[config.mk]
export PLATFORM = sky130hd
export DESIGN_NAME = cipher_regfront
export DESIGN_NICKNAME = d
export VERILOG_FILES = /design/src/rtl/crf_pkg.sv /design/src/rtl/crf_regfile.sv /design/src/rtl/crf_blockpath.sv /design/src/rtl/crf_dmareq.sv /design/src/rtl/cipher_regfront.sv
export SDC_FILE = /design/constraint.sdc
export NUM_CORES = 2
export LEC_CHECK = 0
export BUFFER_PORTS_ARGS = -buffer_cell sky130_fd_sc_hd__buf_2
export CORE_ASPECT_RATIO = 0.5
export CORE_MARGIN = 4
export CORE_UTILIZATION = 47
export DETAILED_ROUTE_END_ITERATION = 8
export HOLD_SLACK_MARGIN = 0.15
export PLACE_DENSITY = 0.75
export SYNTH_ARGS = -nofsm -noshare
export SYNTH_HDL_FRONTEND = slang
export SYNTH_HIERARCHICAL = 1
export SYNTH_SLANG_ARGS = --single-unit
[constraint.sdc]
create_clock -name clk -period 9.45 [get_ports clk]
set_input_delay 2.3625 -clock clk [delete_from_list [all_inputs] [get_ports clk]]
set_output_delay 2.3625 -clock clk [all_outputs]
set_load 0.02 [all_outputs]
[src/rtl/crf_pkg.sv]
// Shared constants for the cipher register front-end.
// Word indices are byte address / 4; the block assumes four data words.
package crf_pkg;
    localparam logic [5:0] W_IV0   = 6'd8;
    localparam logic [5:0] W_CTRL  = 6'd12;
    localparam logic [5:0] W_DATA0 = 6'd13;
    localparam logic [5:0] W_REV   = 6'd17;
    localparam logic [5:0] W_MASK  = 6'd18;
    localparam logic [5:0] W_STAT  = 6'd19;

    localparam int MB_SRST = 1;

    // Stored mode fields of the control word.
    typedef struct packed {
        logic       ctr_w;
        logic       ctr;
        logic       cbc;
        logic [1:0] ksz;
        logic       dir;
    } ctrl_t;

    // Stored fields of the configuration word.
    typedef struct packed {
        logic sidle;
        logic start;
        logic dout_en;
        logic din_en;
        logic autoidle;
    } cfg_t;
endpackage

[src/rtl/crf_regfile.sv]
// Key, control and configuration storage.
// Assumes NKEY is a power of two; key slots are pair-swapped in descending order.
module crf_regfile
    import crf_pkg::*;
#(
    parameter int DW   = 32,
    parameter int NKEY = 8
) (
    input  logic             clk,
    input  logic             rst_n,
    input  logic             wr_en,
    input  logic [5:0]       wr_word,
    input  logic [DW-1:0]    wr_data,
    input  logic [5:0]       rd_word,
    output logic [DW-1:0]    key_rdata,
    output logic [NKEY*DW-1:0] key_flat,
    output ctrl_t            ctrl,
    output cfg_t             cfg
);
    localparam int KIW = $clog2(NKEY);
    localparam logic [5:0] NKEY_W = 6'(NKEY);

    logic           key_hit;
    logic [KIW-1:0] wslot;
    logic [KIW-1:0] rslot;

    // Map word index to key slot: slot = (NKEY-1 - word) XOR 1.
    assign key_hit = wr_en && (wr_word < NKEY_W);
    assign wslot   = (KIW'(NKEY - 1) - wr_word[KIW-1:0]) ^ KIW'(1);
    assign rslot   = (KIW'(NKEY - 1) - rd_word[KIW-1:0]) ^ KIW'(1);

    for (genvar x = 0; x < NKEY; x++) begin : g_key
        logic [DW-1:0] kq;
        // Hold one key word until rewritten or reset.
        always_ff @(posedge clk) begin
            if (!rst_n)
                kq <= '0;
            else if (key_hit && wslot == KIW'(x))
                kq <= wr_data;
        end
        assign key_flat[x*DW +: DW] = kq;
    end

    // Key readback through the same slot mapping.
    assign key_rdata = key_flat[rslot*DW +: DW];

    // Control word mode fields.
    always_ff @(posedge clk) begin
        if (!rst_n)
            ctrl <= '0;
        else if (wr_en && wr_word == W_CTRL)
            ctrl <= '{ctr_w: wr_data[7], ctr: wr_data[6], cbc: wr_data[5],
                      ksz: wr_data[4:3], dir: wr_data[2]};
    end

    // Configuration word fields (soft reset is handled at the top).
    always_ff @(posedge clk) begin
        if (!rst_n)
            cfg <= '0;
        else if (wr_en && wr_word == W_MASK)
            cfg <= '{sidle: wr_data[6], start: wr_data[5], dout_en: wr_data[3],
                     din_en: wr_data[2], autoidle: wr_data[0]};
    end
endmodule

[src/rtl/crf_blockpath.sv]
// Input/output block buffers, chaining value and core handshake.
// Assumes the core holds done for one cycle per start and reads core_din
// while running. The input buffer is held until done; launch waits for a
// free output buffer.
module crf_blockpath
    import crf_pkg::*;
#(
    parameter int DW = 32,
    parameter int NW = 4
) (
    input  logic             clk,
    input  logic             rst_n,
    input  logic             run,
    input  logic             cbc,
    input  logic             enc,
    input  logic             wr_en,
    input  logic [5:0]       wr_word,
    input  logic [DW-1:0]    wr_data,
    input  logic             rd_en,
    input  logic [5:0]       rd_word,
    output logic             core_start,
    output logic [NW*DW-1:0] core_din,
    input  logic             core_done,
    input  logic [NW*DW-1:0] core_dout,
    output logic             in_full,
    output logic             out_full,
    output logic [DW-1:0]    data_rdata,
    output logic [DW-1:0]    iv_rdata
);
    localparam int BW = NW * DW;
    localparam int IW = $clog2(NW);
    localparam logic [5:0] D_END  = W_DATA0 + 6'(NW);
    localparam logic [5:0] IV_END = W_IV0 + 6'(NW);

    logic [BW-1:0] in_blk, out_blk, chain, result, next_chain;
    logic [IW-1:0] in_cnt, wr_didx, wr_iidx, rd_didx, rd_iidx;
    logic          busy, data_hit, iv_hit, last_rd, done_hit;

    assign data_hit = wr_en && wr_word >= W_DATA0 && wr_word < D_END;
    assign iv_hit   = wr_en && wr_word >= W_IV0 && wr_word < IV_END;
    assign last_rd  = rd_en && rd_word == D_END - 6'd1;
    assign wr_didx  = IW'(wr_word - W_DATA0);
    assign wr_iidx  = IW'(wr_word - W_IV0);
    assign rd_didx  = IW'(rd_word - W_DATA0);
    assign rd_iidx  = IW'(rd_word - W_IV0);
    assign done_hit = core_done && busy;

    // Launch when a full block waits, the core is idle and the output is free.
    assign core_start = in_full && !busy && run && !out_full;
    assign core_din   = (cbc && enc) ? (in_blk ^ chain) : in_blk;
    assign result     = (cbc && !enc) ? (core_dout ^ chain) : core_dout;
    assign next_chain = enc ? core_dout : in_blk;

    // Collect input words; the fourth marks the buffer full until done.
    always_ff @(posedge clk) begin
        if (!rst_n) begin
            in_blk  <= '0;
            in_cnt  <= '0;
            in_full <= 1'b0;
        end else if (done_hit) begin
            in_full <= 1'b0;
        end else if (data_hit && !in_full) begin
            in_blk[wr_didx*DW +: DW] <= wr_data;
            if (in_cnt == IW'(NW - 1)) begin
                in_cnt  <= '0;
                in_full <= 1'b1;
            end else begin
                in_cnt <= in_cnt + 1'b1;
            end
        end
    end

    // Track whether the core is working on a block.
    always_ff @(posedge clk) begin
        if (!rst_n)
            busy <= 1'b0;
        else if (core_start)
            busy <= 1'b1;
        else if (done_hit)
            busy <= 1'b0;
    end

    // Capture results; reading the last data word frees the buffer.
    always_ff @(posedge clk) begin
        if (!rst_n) begin
            out_blk  <= '0;
            out_full <= 1'b0;
        end else if (done_hit) begin
            out_blk  <= result;
            out_full <= 1'b1;
        end else if (last_rd && out_full) begin
            out_full <= 1'b0;
        end
    end

    // Chaining value: updated by a finished block, else by a bus write.
    always_ff @(posedge clk) begin
        if (!rst_n)
            chain <= '0;
        else if (done_hit && cbc)
            chain <= next_chain;
        else if (iv_hit)
            chain[wr_iidx*DW +: DW] <= wr_data;
    end

    assign data_rdata = out_blk[rd_didx*DW +: DW];
    assign iv_rdata   = chain[rd_iidx*DW +: DW];
endmodule

[src/rtl/crf_dmareq.sv]
// DMA request generation for one block in and one block out.
// Assumes buffer flags are registered, so the requests are glitch-free.
module crf_dmareq (
    input  logic run,
    input  logic din_en,
    input  logic dout_en,
    input  logic in_full,
    input  logic out_full,
    output logic dma_in_req,
    output logic dma_out_req
);
    // Request input while the input buffer is empty, output while a result waits.
    always_comb begin
        dma_in_req  = run && din_en && !in_full;
        dma_out_req = run && dout_en && out_full;
    end
endmodule

[src/rtl/cipher_regfront.sv]
// Register front-end for a 128-bit block cipher core.
// Assumes word-aligned byte addresses (unaligned accesses are ignored),
// DW >= 8, and a register map laid out for four data words.
module cipher_regfront
    import crf_pkg::*;
#(
    parameter int         DW        = 32,
    parameter int         NKEY      = 8,
    parameter int         NW        = 4,
    parameter logic [3:0] REV_MAJOR = 4'd2,
    parameter logic [3:0] REV_MINOR = 4'd1
) (
    input  logic               clk,
    input  logic               rst_n,
    input  logic               bus_wr,
    input  logic [7:0]         bus_waddr,
    input  logic [DW-1:0]      bus_wdata,
    input  logic               bus_rd,
    input  logic [7:0]         bus_raddr,
    output logic [DW-1:0]      bus_rdata,
    output logic               core_start,
    output logic [NKEY*DW-1:0] core_key,
    output logic [1:0]         core_ksz,
    output logic               core_enc,
    output logic [NW*DW-1:0]   core_din,
    input  logic               core_done,
    input  logic [NW*DW-1:0]   core_dout,
    output logic               dma_in_req,
    output logic               dma_out_req
);
    localparam logic [5:0] NKEY_W = 6'(NKEY);
    localparam logic [5:0] D_END  = W_DATA0 + 6'(NW);
    localparam logic [5:0] IV_END = W_IV0 + 6'(NW);

    logic       wr_go, rd_go, srst_q, blk_rst_n, run_en, in_full, out_full;
    logic [5:0] wr_word, rd_word;
    logic [DW-1:0] key_rdata, data_rdata, iv_rdata;
    ctrl_t ctrl;
    cfg_t  cfg;

    assign wr_go     = bus_wr && bus_waddr[1:0] == 2'b00;
    assign rd_go     = bus_rd && bus_raddr[1:0] == 2'b00;
    assign wr_word   = bus_waddr[7:2];
    assign rd_word   = bus_raddr[7:2];
    assign blk_rst_n = rst_n && !srst_q;
    assign run_en    = cfg.start;

    // One-cycle soft reset request, cleared by the reset it causes.
    always_ff @(posedge clk) begin
        if (!rst_n)
            srst_q <= 1'b0;
        else
            srst_q <= wr_go && wr_word == W_MASK && bus_wdata[MB_SRST] && !srst_q;
    end

    crf_regfile #(.DW(DW), .NKEY(NKEY)) u_regs (
        .clk(clk), .rst_n(blk_rst_n), .wr_en(wr_go), .wr_word(wr_word),
        .wr_data(bus_wdata), .rd_word(rd_word), .key_rdata(key_rdata),
        .key_flat(core_key), .ctrl(ctrl), .cfg(cfg)
    );

    crf_blockpath #(.DW(DW), .NW(NW)) u_path (
        .clk(clk), .rst_n(blk_rst_n), .run(run_en), .cbc(ctrl.cbc), .enc(ctrl.dir),
        .wr_en(wr_go), .wr_word(wr_word), .wr_data(bus_wdata),
        .rd_en(rd_go), .rd_word(rd_word), .core_start(core_start),
        .core_din(core_din), .core_done(core_done), .core_dout(core_dout),
        .in_full(in_full), .out_full(out_full),
        .data_rdata(data_rdata), .iv_rdata(iv_rdata)
    );

    crf_dmareq u_dma (
        .run(run_en), .din_en(cfg.din_en), .dout_en(cfg.dout_en),
        .in_full(in_full), .out_full(out_full),
        .dma_in_req(dma_in_req), .dma_out_req(dma_out_req)
    );

    assign core_ksz = ctrl.ksz;
    assign core_enc = ctrl.dir;

    // Read multiplexer over the register map.
    always_comb begin
        bus_rdata = '0;
        if (rd_word < NKEY_W)
            bus_rdata = key_rdata;
        else if (rd_word >= W_IV0 && rd_word < IV_END)
            bus_rdata = iv_rdata;
        else if (rd_word == W_CTRL)
            bus_rdata[7:0] = {ctrl.ctr_w, ctrl.ctr, ctrl.cbc, ctrl.ksz, ctrl.dir,
                              !in_full, out_full};
        else if (rd_word >= W_DATA0 && rd_word < D_END)
            bus_rdata = data_rdata;
        else if (rd_word == W_REV)
            bus_rdata[7:0] = {REV_MAJOR, REV_MINOR};
        else if (rd_word == W_MASK)
            bus_rdata[7:0] = {1'b0, cfg.sidle, cfg.start, 1'b0, cfg.dout_en,
                              cfg.din_en, srst_q, cfg.autoidle};
        else if (rd_word == W_STAT)
            bus_rdata[0] = !srst_q;
    end
endmodule

## Word-level counts from Yosys, hierarchy flattened

Index checks and enable logic that the tools add are counted.

| word-level totals | value |
|---|---|
| flip-flop bits (word level) | 657 |
| bits of input ports | 181 |
| word-level logic and storage cells | 145 |

| cells by class | value |
|---|---|
| $add $sub $neg | 9 |
| order comparisons | 10 |
| eq/ne operators | 15 |
| shifts and indexed selects | 7 |
| mux-type cells | 22 |
| bitwise logic cells | 6 |
| reduce and logical (&&, ||, !) cells | 50 |

Operator list:

| cell | count |
|---|---|
| $mux 128 | 5 |
| $bwmux 128 | 2 |
| $shift 32x34->128 const A | 2 |
| $shiftx 128x8->32 | 2 |
| $shiftx 256x9->32 | 1 |
| $shiftx 32x34->128 | 2 |
| $xor 128x128->128 | 2 |
| $neg 7->34 | 2 |
| $mux 32 | 2 |
| $mux 24 | 2 |
| $logic_and 1x1->1 | 36 |
| $eq 6x5->1 const B | 5 |
| $ge 6x4->1 const B | 4 |
| $lt 6x4->1 const B | 4 |
| $mux 8 | 2 |
| $eq 3x3->1 const B | 4 |
| $eq 6x4->1 const B | 2 |
| $lt 6x5->1 const B | 2 |
| $sub 2x1->2 const B | 4 |
| $mux 7 | 1 |
| $eq 3x2->1 const B | 2 |
| $mux 1 | 6 |
| $mux 6 | 1 |
| $reduce_bool 2->1 | 3 |
| 11 further kinds | 21 |

## Longest topological paths before layout

| depth | value |
|---|---|
| depth after elaboration | 8 |
| mapped depth | 9 |
| depth with buffers taken out | 6 |

## Cells and area by module

The synthesis kept the hierarchy.

By module, submodules not included:

| module | instances | cells an instance | area each (µm²) | seq. area each (µm²) |
|---|---|---|---|---|
| crf_blockpath | 1 | 2387 | 21669.5 | 7787.5 |
| crf_regfile | 1 | 1023 | 11402.2 | 5345.1 |
| cipher_regfront | 1 | 141 | 875.8 | 20.0 |
| crf_dmareq | 1 | 2 | 15.0 | 0.0 |

## Worst setup path after synthesis

No wires, ideal clock.

| path | value |
|---|---|
| path kind | input -> output |
| start point | input bus_raddr[2] |
| end point | output bus_rdata[4] |
| data arrival time | 4.711 ns |
| data required time | 7.088 ns |
| path slack | 2.377 ns |
| stages | 9 |
| cells stage by stage | clkbuf_1 buf_2 inv_1 ha_1 clkbuf_1 clkbuf_1 mux4_2 a221oi_1 nor2_1 |

| on the way | value |
|---|---|
| word-level cells in the longest chain between the ends | 6 |
| elaborated cells on any way between the ends | 21 |
| classes of those cells | add/sub: 3; order compare: 5; eq/ne: 2; shift: 3; mux: 5; bitwise: 1; reduce/logical: 2 |

Ends and longest elaborated chain:

| what | RTL line | RTL |
|---|---|---|
| start, declared | cipher_regfront.sv:19 | `input logic [7:0] bus_raddr,` |
| $sub 2x1->2 | crf_blockpath.sv:44 | `assign rd_didx = IW'(rd_word - W_DATA0);` |
| $shiftx 128x8->32 | crf_blockpath.sv:106 | `assign data_rdata = out_blk[rd_didx*DW +: DW];` |
| via data_rdata[4] | cipher_regfront.sv:37 | `logic [DW-1:0] key_rdata, data_rdata, iv_rdata;` |
| $mux 8 | cipher_regfront.sv:90 | `else if (rd_word >= W_DATA0 && rd_word < D_END)` |
| $mux 8 | cipher_regfront.sv:87 | `else if (rd_word == W_CTRL)` |
| $mux 32 | cipher_regfront.sv:85 | `else if (rd_word >= W_IV0 && rd_word < IV_END)` |
| $mux 32 | cipher_regfront.sv:83 | `if (rd_word < NKEY_W)` |
| end, declared | cipher_regfront.sv:20 | `output logic [DW-1:0] bus_rdata,` |

The timed path passes the listed nets, and every way through them passes these cells.

## Worst setup path in the final report

| path | value |
|---|---|
| start point | input bus_raddr[2] |
| end point | output bus_rdata[30] |

| on the way | value |
|---|---|
| word-level cells in the longest chain between the ends | 6 |
| elaborated cells on any way between the ends | 19 |
| classes of those cells | add/sub: 3; order compare: 5; eq/ne: 1; shift: 3; mux: 4; bitwise: 1; reduce/logical: 2 |

Ends and longest elaborated chain:

| what | RTL line |
|---|---|
| $sub 2x1->2 | crf_blockpath.sv:44 |
| $shiftx 128x8->32 | crf_blockpath.sv:106 |
| via data_rdata[30] | cipher_regfront.sv:37 |
| $mux 24 | cipher_regfront.sv:90 |
| $mux 24 | cipher_regfront.sv:87 |
| $mux 32 | cipher_regfront.sv:85 |
| $mux 32 | cipher_regfront.sv:83 |

The timed path passes the listed nets, and every way through them passes these cells.

==> impl_results.md <==
* Pin count of the biggest net entering global routing at ~240
* Critical path's slowest cell: a221oi_1
* Hold Fails Final Rpt at 0
* Ports at between 600 and 700
* CTS tree: built
* WS Path Type: in2out
* Top cell type's share of synthesized area at about two fifths
* GRT Total Usage at between 30% and 40%
* Area contributors post-synth: dfxtp_1 39%, mux2i_1 15%, mux4_2 8.5%
* Number of flops mapped to enable cells by yosys at 0
* Total power at 5778 uW
* Vias in the first global route at 28.38k
* CP max stage delay at 1.00 ns
* # resized after CTS at 0
* Global placement routability congestion at roughly 1.0
* Endpoint class of the critical path: output port
* Worst Reg-to-Reg Cells at 5
* CP required at ~7 ns
* Synthesized flop and latch total at roughly 660
* Slew @ Worst Pin at ~1.3 ns
* Outcome: finished clean
* HPWL Detailed at between 90000 and 100000 um
* CTS sink count at around 660
* Worst setup SP type: input port
* Setup bufs post-CTS at 0
* Post-detailed-route count of antenna-violating nets at 0
* CP cell instances: buf_6 -> inv_1 -> ha_1 -> mux4_2 -> a221oi_1 -> nor2_1 -> buf_2
* Vias at 30.51k
* Vias per cell at a little over 6
* Peak supply drop at 0.0001401 V
* Synth-to-Final Area Change at 15.96%
* RSZ-0062 raised after global routing: no
* Slew headroom at 11.77%
* Minimum clock period at around 8.3 ns
* Worst-path fanout max at 59
* Ys flop type: dfxtp_1
* Final setup fails at 0
* # rows at approximately 70
* Hold_buf cts at 0
* Cts bufs inserted at 60
* Nets at around 4.1k
* Filler cells at between 6k and 7k
* Pwr per Cell Area at roughly 150 mW/mm^2
* DRT Wirelength at 137700 um
* First-pass GRT wire length at ~200000 um
* Hold Crit Class: reg2reg
* # DRC at 0
* Ys async rst share at 0%
* Die Span Y at between 150 and 200 um
* Port-buffer cells at 602
* Hold Crit Depth at 2
* Share of layout cells above drive strength 1 at about a quarter
* Clock Root Buffer: clkbuf_16
* Commonest cells after routing, fill and taps aside: 655 x dfxtp_1, 600 x buf_2, 570 x nand2_1
* Tcrit/Tclk final at 88.26%
* Yosys cell types at 56
* Grt ovf at 0
* Initial core utilization at 47.63%
* Mapped Cells at about 3.6k
* DIE AREA at between 0.07 and 0.08 mm^2
* Post-synthesis net count at 3744
* Initial drt markers at ~3.9k
* Pins Over Slew Limit at 0
* Maximum clock rate at roughly 120 MHz
* Synthesized area per cell at 9.559 um^2
* Seq/Total Area, Yosys at roughly 39%
* P_leak at ~0.017 uW
* Max H-tree Level at 2
* Initial antenna violation count at 30
* Fin Clk Skew at ~0.014 ns
* Top cell type by total area after synthesis: dfxtp_1
* Worst EP arrival at between 5 and 6 ns
* Worst-Skew Late Latency at between 0.6 and 0.7 ns
* Die width at 388.2 um
* WL/cell at between 20 and 30 um
* Max_cap viols at 0
* Setup TNS at 0 ns
* Reg clk slew, reported paths at roughly 0.060 ns
* Commonest non-fill, non-tap cell in the layout: dfxtp_1
* Drt first pass iters at 9
* Yosys warns at 6
* Clock buffer depth at 3
* Mapped Area at 0.03396 mm^2
* Core area at a little over 0.07 mm^2
per-stage QoR:
stage	worst slack, ns	area, um^2	util, %	instances	hold WS, ns
3_3_place_gp	1.389	37260	52.25	4820	0.4482
2_1_floorplan	2.377	33960	-	3553	0.4387
3_5_place_dp	1.288	37260	52.25	4820	0.4590
5_1_grt	1.012	39380	55.23	4954	0.4922
6_report	1.110	39380	55.23	4955	0.4711
4_1_cts	1.283	39330	55.15	4932	0.4702
final timing paths:
check / start / endpoint / slack [ns]
setup / recovery: bus_raddr[2] / bus_rdata[30] / 1.11
setup reg to reg: u_path/busy / u_path/out_blk[107] / 5.83
hold / removal: u_regs/g_key[0].kq[18] / u_regs/g_key[0].kq[18] / 0.47
hold reg to reg: u_regs/g_key[0].kq[18] / u_regs/g_key[0].kq[18] / 0.47
state kept, by name, indices dropped and copies added, names as in the netlist:
| name | flops |
|---|---|
| u_regs/cfg | 5 |
| u_path/in_cnt | 2 |
| srst_q | 1 |
| u_regs/ctrl | 6 |
| u_regs/g_key.kq | 256 |
| u_path/chain | 128 |
| u_path/busy | 1 |
| u_path/out_blk | 128 |
| u_path/in_full | 1 |
| u_path/in_blk | 128 |
| u_path/out_full | 1 |
Yosys cell counts, types with 7 or more instances:
master      n
buf_6      15
xnor2_1   128
nand3_1   167
inv_1      11
mux2_2     64
xor2_1    128
o22ai_1     7
nor2_1    314
mux4_2    128
a222oi_1   29
nand3b_1  129
a221oi_1   30
a221o_1    66
clkbuf_1  243
a21oi_1    78
buf_1      32
ha_1       10
dfxtp_1   657
a211oi_1  129
nand2_1   571
mux2i_1   495
buf_2      50
metal layers:
metal,GRT usage [%],up-vias,routed length [um]
li1,-,13340,-
met1,45.51,14820,53710
met2,50.41,1982,59600
met3,9.222,360,17000
met4,17.10,8,7300
met5,0,-,47
final cells by class:
type | count | area (um^2) | area share [%]
Antenna cell | 23 | 57.56 | 0.1461
Clock buffer | 91 | 1800 | 4.572
Clock inverter | 21 | 266.5 | 0.6767
Inverter | 11 | 46.29 | 0.1175
Multi-Input combinational cell | 2542 | 19420 | 49.30
Sequential cell | 657 | 13160 | 33.41
Tap cell | 958 | 1199 | 3.043
Timing Repair Buffer | 652 | 3438 | 8.730
kinds of logic (layout without fill, tap and decap cells):
logic type | after synthesis | in the layout | share of synthesized area [%]
simple gates | 1238 | 1238 | 16.62
mux | 687 | 687 | 25.20
flops | 657 | 657 | 38.73
buf+inv | 354 | 775 | 4.461
compound gates | 351 | 351 | 8.020
xor+xnor | 256 | 256 | 6.602
fa+ha+maj | 10 | 10 | 0.3684
other cells | 0 | 23 | 0
worst max-delay path: cells and delay by family:
| kind | cells | cell delay, ns |
|---|---|---|
| adders and majority gates | 1 | 0.92 |
| and+or+nand+nor | 1 | 0.12 |
| buffers and inverters | 3 | 0.93 |
| muxes | 1 | 0.61 |
| AOI/OAI and AO/OA | 1 | 1.00 |
report_power, final:
group	switching, uW	total, uW	internal (uW)
clock network	1140	2610	1480
registers	2.28	2770	2770
logic	286	392	107
No activity file was read; power rests on OpenSTA's default activity.
